`config.mk`:
```
export PLATFORM = sky130hd
export DESIGN_NAME = sar_if_ctrl
export DESIGN_NICKNAME = d
export VERILOG_FILES = /design/src/rtl/sar_if_pkg.sv /design/src/rtl/sar_conv_fsm.sv /design/src/rtl/sar_ctrl_reg.sv /design/src/rtl/sar_rd_fmt.sv /design/src/rtl/sar_if_ctrl.sv
export SDC_FILE = /design/constraint.sdc
export NUM_CORES = 1
export LEC_CHECK = 0
export BUFFER_PORTS_ARGS = -buffer_cell sky130_fd_sc_hd__clkbuf_2
export CORE_ASPECT_RATIO = 0.9
export CORE_MARGIN = 8
export CORE_UTILIZATION = 50
export CTS_CLUSTER_DIAMETER = 60
export CTS_CLUSTER_SIZE = 16
export DETAILED_ROUTE_END_ITERATION = 10
export GPL_ROUTABILITY_DRIVEN = 0
export PLACE_DENSITY_LB_ADDON = 0.08
export SLEW_MARGIN = 20
export SYNTH_ARGS = -nofsm -noshare
export SYNTH_HDL_FRONTEND = slang
export SYNTH_HIERARCHICAL = 1
export SYNTH_SLANG_ARGS = --single-unit
export TNS_END_PERCENT = 100
```
`constraint.sdc`:
```
create_clock -name clk -period 2.76 [get_ports clk]
set_input_delay 0.276 -clock clk [delete_from_list [all_inputs] [get_ports clk]]
set_output_delay 0.276 -clock clk [all_outputs]
set_load 0.01 [all_outputs]
```
`src/rtl/sar_if_pkg.sv`:
```
package sar_if_pkg;

    localparam int CH_W     = 2;
    localparam int DB_W     = 12;
    localparam int BYTE_W   = 8;
    localparam int HBEN_BIT = 8;
    localparam int F_CHAN   = 0;
    localparam int F_CODING = 3;

    typedef enum logic [1:0] {
        CV_IDLE,
        CV_DELAY,
        CV_CONV
    } cv_state_t;

    typedef enum logic {
        WS_OPEN,
        WS_HELD
    } wr_state_t;

    typedef struct packed {
        logic            coding;
        logic [CH_W-1:0] chan;
    } ctrl_t;

endpackage

```
`src/rtl/sar_conv_fsm.sv`:
```
module sar_conv_fsm
    import sar_if_pkg::*;
#(
    parameter int RES       = 12,
    parameter int START_DLY = 2,
    parameter int CONV_CYC  = 13
) (
    input  logic            clk,
    input  logic            rst_n,
    input  logic            convst_n,
    input  logic [CH_W-1:0] cur_chan,
    input  logic [RES-1:0]  sar_result,
    output logic            busy,
    output logic            done,
    output logic            samp_pulse,
    output logic [CH_W-1:0] samp_ch,
    output logic [RES-1:0]  res_q,
    output logic [CH_W-1:0] id_q
);

    localparam int MAXC  = (START_DLY > CONV_CYC) ? START_DLY : CONV_CYC;
    localparam int CNT_W = $clog2(MAXC + 1);

    cv_state_t        state_q, state_d;
    logic [CNT_W-1:0] cnt_q, cnt_d;
    logic             conv_q;
    logic             start_ok;
    logic [CH_W-1:0]  ch_lat;

    assign start_ok = (state_q == CV_IDLE) && conv_q && !convst_n;
    assign done     = (state_q == CV_CONV) && (cnt_q == CNT_W'(CONV_CYC - 1));

    // state register
    always_ff @(posedge clk or negedge rst_n) begin
        if (!rst_n) begin
            state_q <= CV_IDLE;
            cnt_q   <= '0;
            conv_q  <= 1'b1;
        end else begin
            state_q <= state_d;
            cnt_q   <= cnt_d;
            conv_q  <= convst_n;
        end
    end

    // next state
    always_comb begin
        state_d = state_q;
        cnt_d   = cnt_q;
        unique case (state_q)
            CV_IDLE: begin
                if (start_ok) begin
                    state_d = CV_DELAY;
                    cnt_d   = '0;
                end
            end
            CV_DELAY: begin
                if (cnt_q == CNT_W'(START_DLY - 1)) begin
                    state_d = CV_CONV;
                    cnt_d   = '0;
                end else begin
                    cnt_d = cnt_q + 1'b1;
                end
            end
            CV_CONV: begin
                if (done) begin
                    state_d = CV_IDLE;
                    cnt_d   = '0;
                end else begin
                    cnt_d = cnt_q + 1'b1;
                end
            end
            default: begin
                state_d = CV_IDLE;
                cnt_d   = '0;
            end
        endcase
    end

    // outputs
    always_ff @(posedge clk or negedge rst_n) begin
        if (!rst_n) begin
            busy       <= 1'b0;
            samp_pulse <= 1'b0;
            samp_ch    <= '0;
            ch_lat     <= '0;
            res_q      <= '0;
            id_q       <= '0;
        end else begin
            busy       <= (state_d != CV_IDLE);
            samp_pulse <= start_ok;
            if (start_ok) begin
                samp_ch <= cur_chan;
                ch_lat  <= cur_chan;
            end
            if (done) begin
                res_q <= sar_result;
                id_q  <= ch_lat;
            end
        end
    end

endmodule

```
`src/rtl/sar_ctrl_reg.sv`:
```
module sar_ctrl_reg
    import sar_if_pkg::*;
(
    input  logic            clk,
    input  logic            rst_n,
    input  logic            cs_n,
    input  logic            wr_n,
    input  logic            wb_sel,
    input  logic [DB_W-1:0] db_in,
    input  logic            busy,
    input  logic            done,
    output ctrl_t           ctrl_q,
    output logic            held
);

    wr_state_t wst_q, wst_d;
    logic      wr_q;
    logic      accept;
    logic      defer;
    ctrl_t     wdata;
    ctrl_t     pend_q;
    logic      unused_db;

    assign unused_db    = ^{db_in[DB_W-1:HBEN_BIT+1], db_in[HBEN_BIT-1:F_CODING+1], db_in[2]};
    assign wdata.chan   = db_in[F_CHAN +: CH_W];
    assign wdata.coding = db_in[F_CODING];
    assign accept       = !cs_n && !wr_n && wr_q && (wb_sel || !db_in[HBEN_BIT]);
    assign defer        = accept && busy && !done;
    assign held         = (wst_q == WS_HELD);

    // state register
    always_ff @(posedge clk or negedge rst_n) begin
        if (!rst_n) begin
            wst_q <= WS_OPEN;
            wr_q  <= 1'b1;
        end else begin
            wst_q <= wst_d;
            wr_q  <= wr_n;
        end
    end

    // next state
    always_comb begin
        wst_d = wst_q;
        unique case (wst_q)
            WS_OPEN: if (defer) wst_d = WS_HELD;
            WS_HELD: if (done)  wst_d = WS_OPEN;
            default: wst_d = WS_OPEN;
        endcase
    end

    // outputs
    always_ff @(posedge clk or negedge rst_n) begin
        if (!rst_n) begin
            ctrl_q <= '0;
            pend_q <= '0;
        end else begin
            unique case (wst_q)
                WS_OPEN: begin
                    if (defer)       pend_q <= wdata;
                    else if (accept) ctrl_q <= wdata;
                end
                WS_HELD: begin
                    if (done)        ctrl_q <= accept ? wdata : pend_q;
                    else if (accept) pend_q <= wdata;
                end
                default: ;
            endcase
        end
    end

endmodule

```
`src/rtl/sar_rd_fmt.sv`:
```
module sar_rd_fmt
    import sar_if_pkg::*;
#(
    parameter int RES = 12
) (
    input  logic [RES-1:0]  res_q,
    input  logic [CH_W-1:0] id_q,
    input  logic            coding,
    input  logic            wb_sel,
    input  logic            hben,
    input  logic            cs_n,
    input  logic            rd_n,
    output logic [DB_W-1:0] db_out,
    output logic [DB_W-1:0] db_oe
);

    localparam int PAD = DB_W - RES;

    logic [RES-1:0]    coded;
    logic [DB_W-1:0]   word;
    logic [BYTE_W-1:0] hi_byte;
    logic              rd_en;

    assign coded = res_q ^ {coding, {(RES-1){1'b0}}};

    generate
        if (PAD > 0) begin : g_pad
            assign word = {coded, {PAD{1'b0}}};
        end else begin : g_full
            assign word = coded;
        end
    endgenerate

    assign hi_byte = {1'b0, id_q, 1'b0, word[DB_W-1:BYTE_W]};
    assign rd_en   = !cs_n && !rd_n;

    always_comb begin
        db_out = '0;
        db_oe  = '0;
        if (rd_en) begin
            if (wb_sel) begin
                db_out = word;
                db_oe  = '1;
            end else begin
                db_out = {{(DB_W-BYTE_W){1'b0}}, hben ? hi_byte : word[BYTE_W-1:0]};
                db_oe  = {{(DB_W-BYTE_W){1'b0}}, {BYTE_W{1'b1}}};
            end
        end
    end

endmodule

```
`src/rtl/sar_if_ctrl.sv`:
```
module sar_if_ctrl
    import sar_if_pkg::*;
#(
    parameter int RES       = 12,
    parameter int START_DLY = 2,
    parameter int CONV_CYC  = 13
) (
    input  logic            clk,
    input  logic            rst_n,
    input  logic            convst_n,
    input  logic            cs_n,
    input  logic            rd_n,
    input  logic            wr_n,
    input  logic            wb_sel,
    input  logic [11:0]     db_in,
    output logic [11:0]     db_out,
    output logic [11:0]     db_oe,
    output logic            busy,
    output logic            samp_pulse,
    output logic [1:0]      samp_ch,
    input  logic [RES-1:0]  sar_result
);

    ctrl_t           ctrl;
    logic            done;
    logic            wr_held;
    logic [RES-1:0]  res_q;
    logic [CH_W-1:0] id_q;

    sar_conv_fsm #(
        .RES       (RES),
        .START_DLY (START_DLY),
        .CONV_CYC  (CONV_CYC)
    ) u_conv (
        .clk        (clk),
        .rst_n      (rst_n),
        .convst_n   (convst_n),
        .cur_chan   (ctrl.chan),
        .sar_result (sar_result),
        .busy       (busy),
        .done       (done),
        .samp_pulse (samp_pulse),
        .samp_ch    (samp_ch),
        .res_q      (res_q),
        .id_q       (id_q)
    );

    sar_ctrl_reg u_ctrl (
        .clk    (clk),
        .rst_n  (rst_n),
        .cs_n   (cs_n),
        .wr_n   (wr_n),
        .wb_sel (wb_sel),
        .db_in  (db_in),
        .busy   (busy),
        .done   (done),
        .ctrl_q (ctrl),
        .held   (wr_held)
    );

    sar_rd_fmt #(
        .RES (RES)
    ) u_rd (
        .res_q  (res_q),
        .id_q   (id_q),
        .coding (ctrl.coding),
        .wb_sel (wb_sel),
        .hben   (db_in[HBEN_BIT]),
        .cs_n   (cs_n),
        .rd_n   (rd_n),
        .db_out (db_out),
        .db_oe  (db_oe)
    );

endmodule

```
==> impl_metrics.env <==
export IMPL_nets=271
export IMPL_post_cts_buffers=0
export IMPL_cts_tree="done"
export IMPL_drc_errors=0
export IMPL_setup_tns_ns=0
export IMPL_worst_setup_path_end_kind="flop"
export IMPL_max_slew_margin_rel=0.4695
export IMPL_fin_ws_ns=0.6325
export IMPL_reg2regPathDepth=8
export IMPL_ant_nets=0
export IMPL_utilization=0.6137
export IMPL_clock_sinks=33
export IMPL_grt_max_degree=34
export IMPL_antenna_found_initial=0
export IMPL_clock_power_share=0.240
export IMPL_synth_nets=226
export IMPL_clkTransAtPathRegs_ns=0.07
export IMPL_dp_hpwl_um=2910
export IMPL_drive_above_1_share=0.3205
export IMPL_crit_arrival_ns=2.29
export IMPL_setup_viol=0
export IMPL_placementRows=20
export IMPL_grt_overflow=0
export IMPL_yosysWarnings=6
export IMPL_pwr_density_cell_nw_per_um2=726.2
export IMPL_syn2layout_area_growth_pct=17.43
export IMPL_via_count=1470
export IMPL_synthCells=188
export IMPL_fin_crit_sh=0.7708
export IMPL_clock_root_buffer="clkbuf_8"
export IMPL_htreeDepth=2
export IMPL_clk_latency_ns=0.28
export IMPL_skew_ns=0.006054
export IMPL_die_y_um=72.37
export IMPL_wl_per_cell_um=13.78
export IMPL_rsz0062_at_grt="false"
export IMPL_hold_buffers=0
export IMPL_path_class="flop to flop"
export IMPL_p_seq_frac=0.446
export IMPL_power_share_switching=0.3280
export IMPL_diodes=0
export IMPL_synth_edf_count=0
export IMPL_hp_class="input port to asynchronous set/reset pin"
export IMPL_via_per_inst=5.288
export IMPL_synth_async_sr_flop_share=1.000
export IMPL_grtUsageTotal=0.1424
export IMPL_maxCapViolations=0
export IMPL_pre_cts_ws_ns=0.6405
export IMPL_period_minus_slack_ns=2.128
export IMPL_dp_cells=270
export IMPL_grt_pass1_vias=1470
export IMPL_status="finished clean"
export IMPL_wl_um=3830
export IMPL_fmax_mhz=470.0
export IMPL_power_leakage_nw=1.070
export IMPL_grt_pass1_wl_um=6568
export IMPL_synth_seq_cells=33
export IMPL_coreArea_um2=3378
export IMPL_drv_slew=0
export IMPL_p_sw_mw=0.4938
export IMPL_tightest_slew_ns=0.7957
export IMPL_dr_pass1_iters=4
export IMPL_port_buffers=50
export IMPL_cts_max_path_buffers=2
export IMPL_start_util=0.5226
export IMPL_final_cells=278
export IMPL_fp_dieW_um=78.64
export IMPL_syn_avg_cell_area_um2=9.391
export IMPL_pin_count=59
export IMPL_syn_area_um2=1765
export IMPL_start_kind="flop"
export IMPL_dieArea_um2=5691
export IMPL_crit_fanout=15
export IMPL_hold_viol=0
export IMPL_yosys_cell_types_count=38
export IMPL_synth_main_ff_cell="dfrtp_1"
export IMPL_p_comb_frac=0.314
export IMPL_first_iter_violations=95
export IMPL_crit_required_ns=2.92
export IMPL_cts_made_buffers=5
export IMPL_peakVddDrop_mv=0.5637
export IMPL_cts_repair_resized=0
export IMPL_rrSetupSlack_ns=0.63
export IMPL_ys_seq_area_frac=0.4692
export IMPL_p_int_mw=1.012
## critical path, cell delays in order, from the launching register on
cell     delay, ns
dfrtp_1       0.43
inv_1         0.11
ha_1          0.27
nand4_1       0.12
buf_4         0.22
inv_1         0.17
o21ba_2       0.21
nand3_1       0.14
mux2_2        0.35
## placed cells by master, fill, tap and decap left out, drive strengths merged, types with 2 or more instances in the layout
master,instances
and2,2
nand2,56
nor2,6
inv,9
nor2b,2
buf,2
or2,2
a31oi,2
o2111ai,2
nand2b,6
clkbuf,58
dfstp,2
nand3,3
and3,6
a211oi,3
a21oi,7
o21ai,5
dfrtp,31
o2bb2ai,2
mux2,5
a221oi,4
ha,7
## power by group through the flow
stage	clock network, mW	logic (mW)	registers [mW]
5_1_grt	0.401	0.532	0.689
4_1_cts	0.378	0.476	0.672
3_3_place_gp	0	0.454	0.675
3_5_place_dp	0	0.474	0.680
6_report	0.362	0.473	0.671
2_1_floorplan	0	0.344	0.671
## stage by stage
stage	area [um^2]	hold WS (ns)	power, mW
floorplan	1765	-0.01959	1.015
global placement	1983	0.3855	1.129
detailed placement	1983	0.3904	1.154
CTS	2073	0.09154	1.526
global route	2073	0.09056	1.621
finish	2073	0.06850	1.506
## state kept, by name, summed over array words and instances (netlist names)
signal             flops
u_conv/res_q          12
u_conv/cnt_q           4
u_ctrl/ctrl_q          3
u_ctrl/pend_q          3
u_conv/id_q            2
u_conv/samp_ch         2
u_conv/state_q         2
u_conv/busy            1
u_conv/conv_q          1
u_conv/samp_pulse      1
u_ctrl/held            1
u_ctrl/wr_q            1
## Yosys cell counts (2+ instances only)
cell type | number | area (um^2)
nand2_1 | 56 | 210.2
dfrtp_1 | 31 | 775.7
buf_4 | 11 | 82.58
inv_1 | 9 | 33.78
ha_1 | 7 | 87.58
a21oi_1 | 6 | 30.03
and3_1 | 6 | 37.54
nand2b_1 | 6 | 37.54
nor2_1 | 6 | 22.52
mux2_2 | 5 | 56.30
o21ai_0 | 5 | 25.02
a221oi_1 | 4 | 35.03
a211oi_1 | 3 | 22.52
nand3_1 | 3 | 15.01
a31oi_1 | 2 | 12.51
dfstp_2 | 2 | 52.55
nor2b_1 | 2 | 12.51
o2111ai_2 | 2 | 30.03
o2bb2ai_1 | 2 | 17.52
or2_1 | 2 | 12.51
## path summary, 6_finish.rpt
kind | startpoint | to
min in group clk | convst_n | u_conv/conv_q
setup / recovery | u_conv/state_q[0] | u_ctrl/pend_q[1]
hold / removal | rst_n | u_conv/res_q[10]
max in group asynchronous | rst_n | u_ctrl/pend_q[0]
setup reg to reg | u_conv/state_q[0] | u_ctrl/pend_q[1]
hold reg to reg | u_conv/res_q[4] | u_conv/res_q[4]
## per-layer routing
layer,GRT usage,share of wire,up-vias
met2,0.2068,0.44,53
li1,-,-,714
met1,0.1779,0.44,699
met5,0,0,-
met3,0.07037,0.10,4
met4,0.04928,0.0060,0
## cell families after synthesis
| logic type | synth area share |
|---|---|
| simple gates | 0.2452 |
| flops | 0.4692 |
| compound gates | 0.1169 |
| buf+inv | 0.08221 |
| fa+ha+maj | 0.04961 |
| mux | 0.03189 |
| xor+xnor | 0.004962 |
## area by class of cell
| class | instances | area, um^2 |
|---|---|---|
| timing repair buffer | 52 | 265.3 |
| multi-input combinational | 131 | 792.0 |
| sequential | 33 | 828.3 |
| fill | 296 | 1305 |
| tap | 44 | 55.05 |
| clock buffer | 8 | 90.09 |
| inverter | 10 | 42.54 |
(Power assumes the default switching activity.)
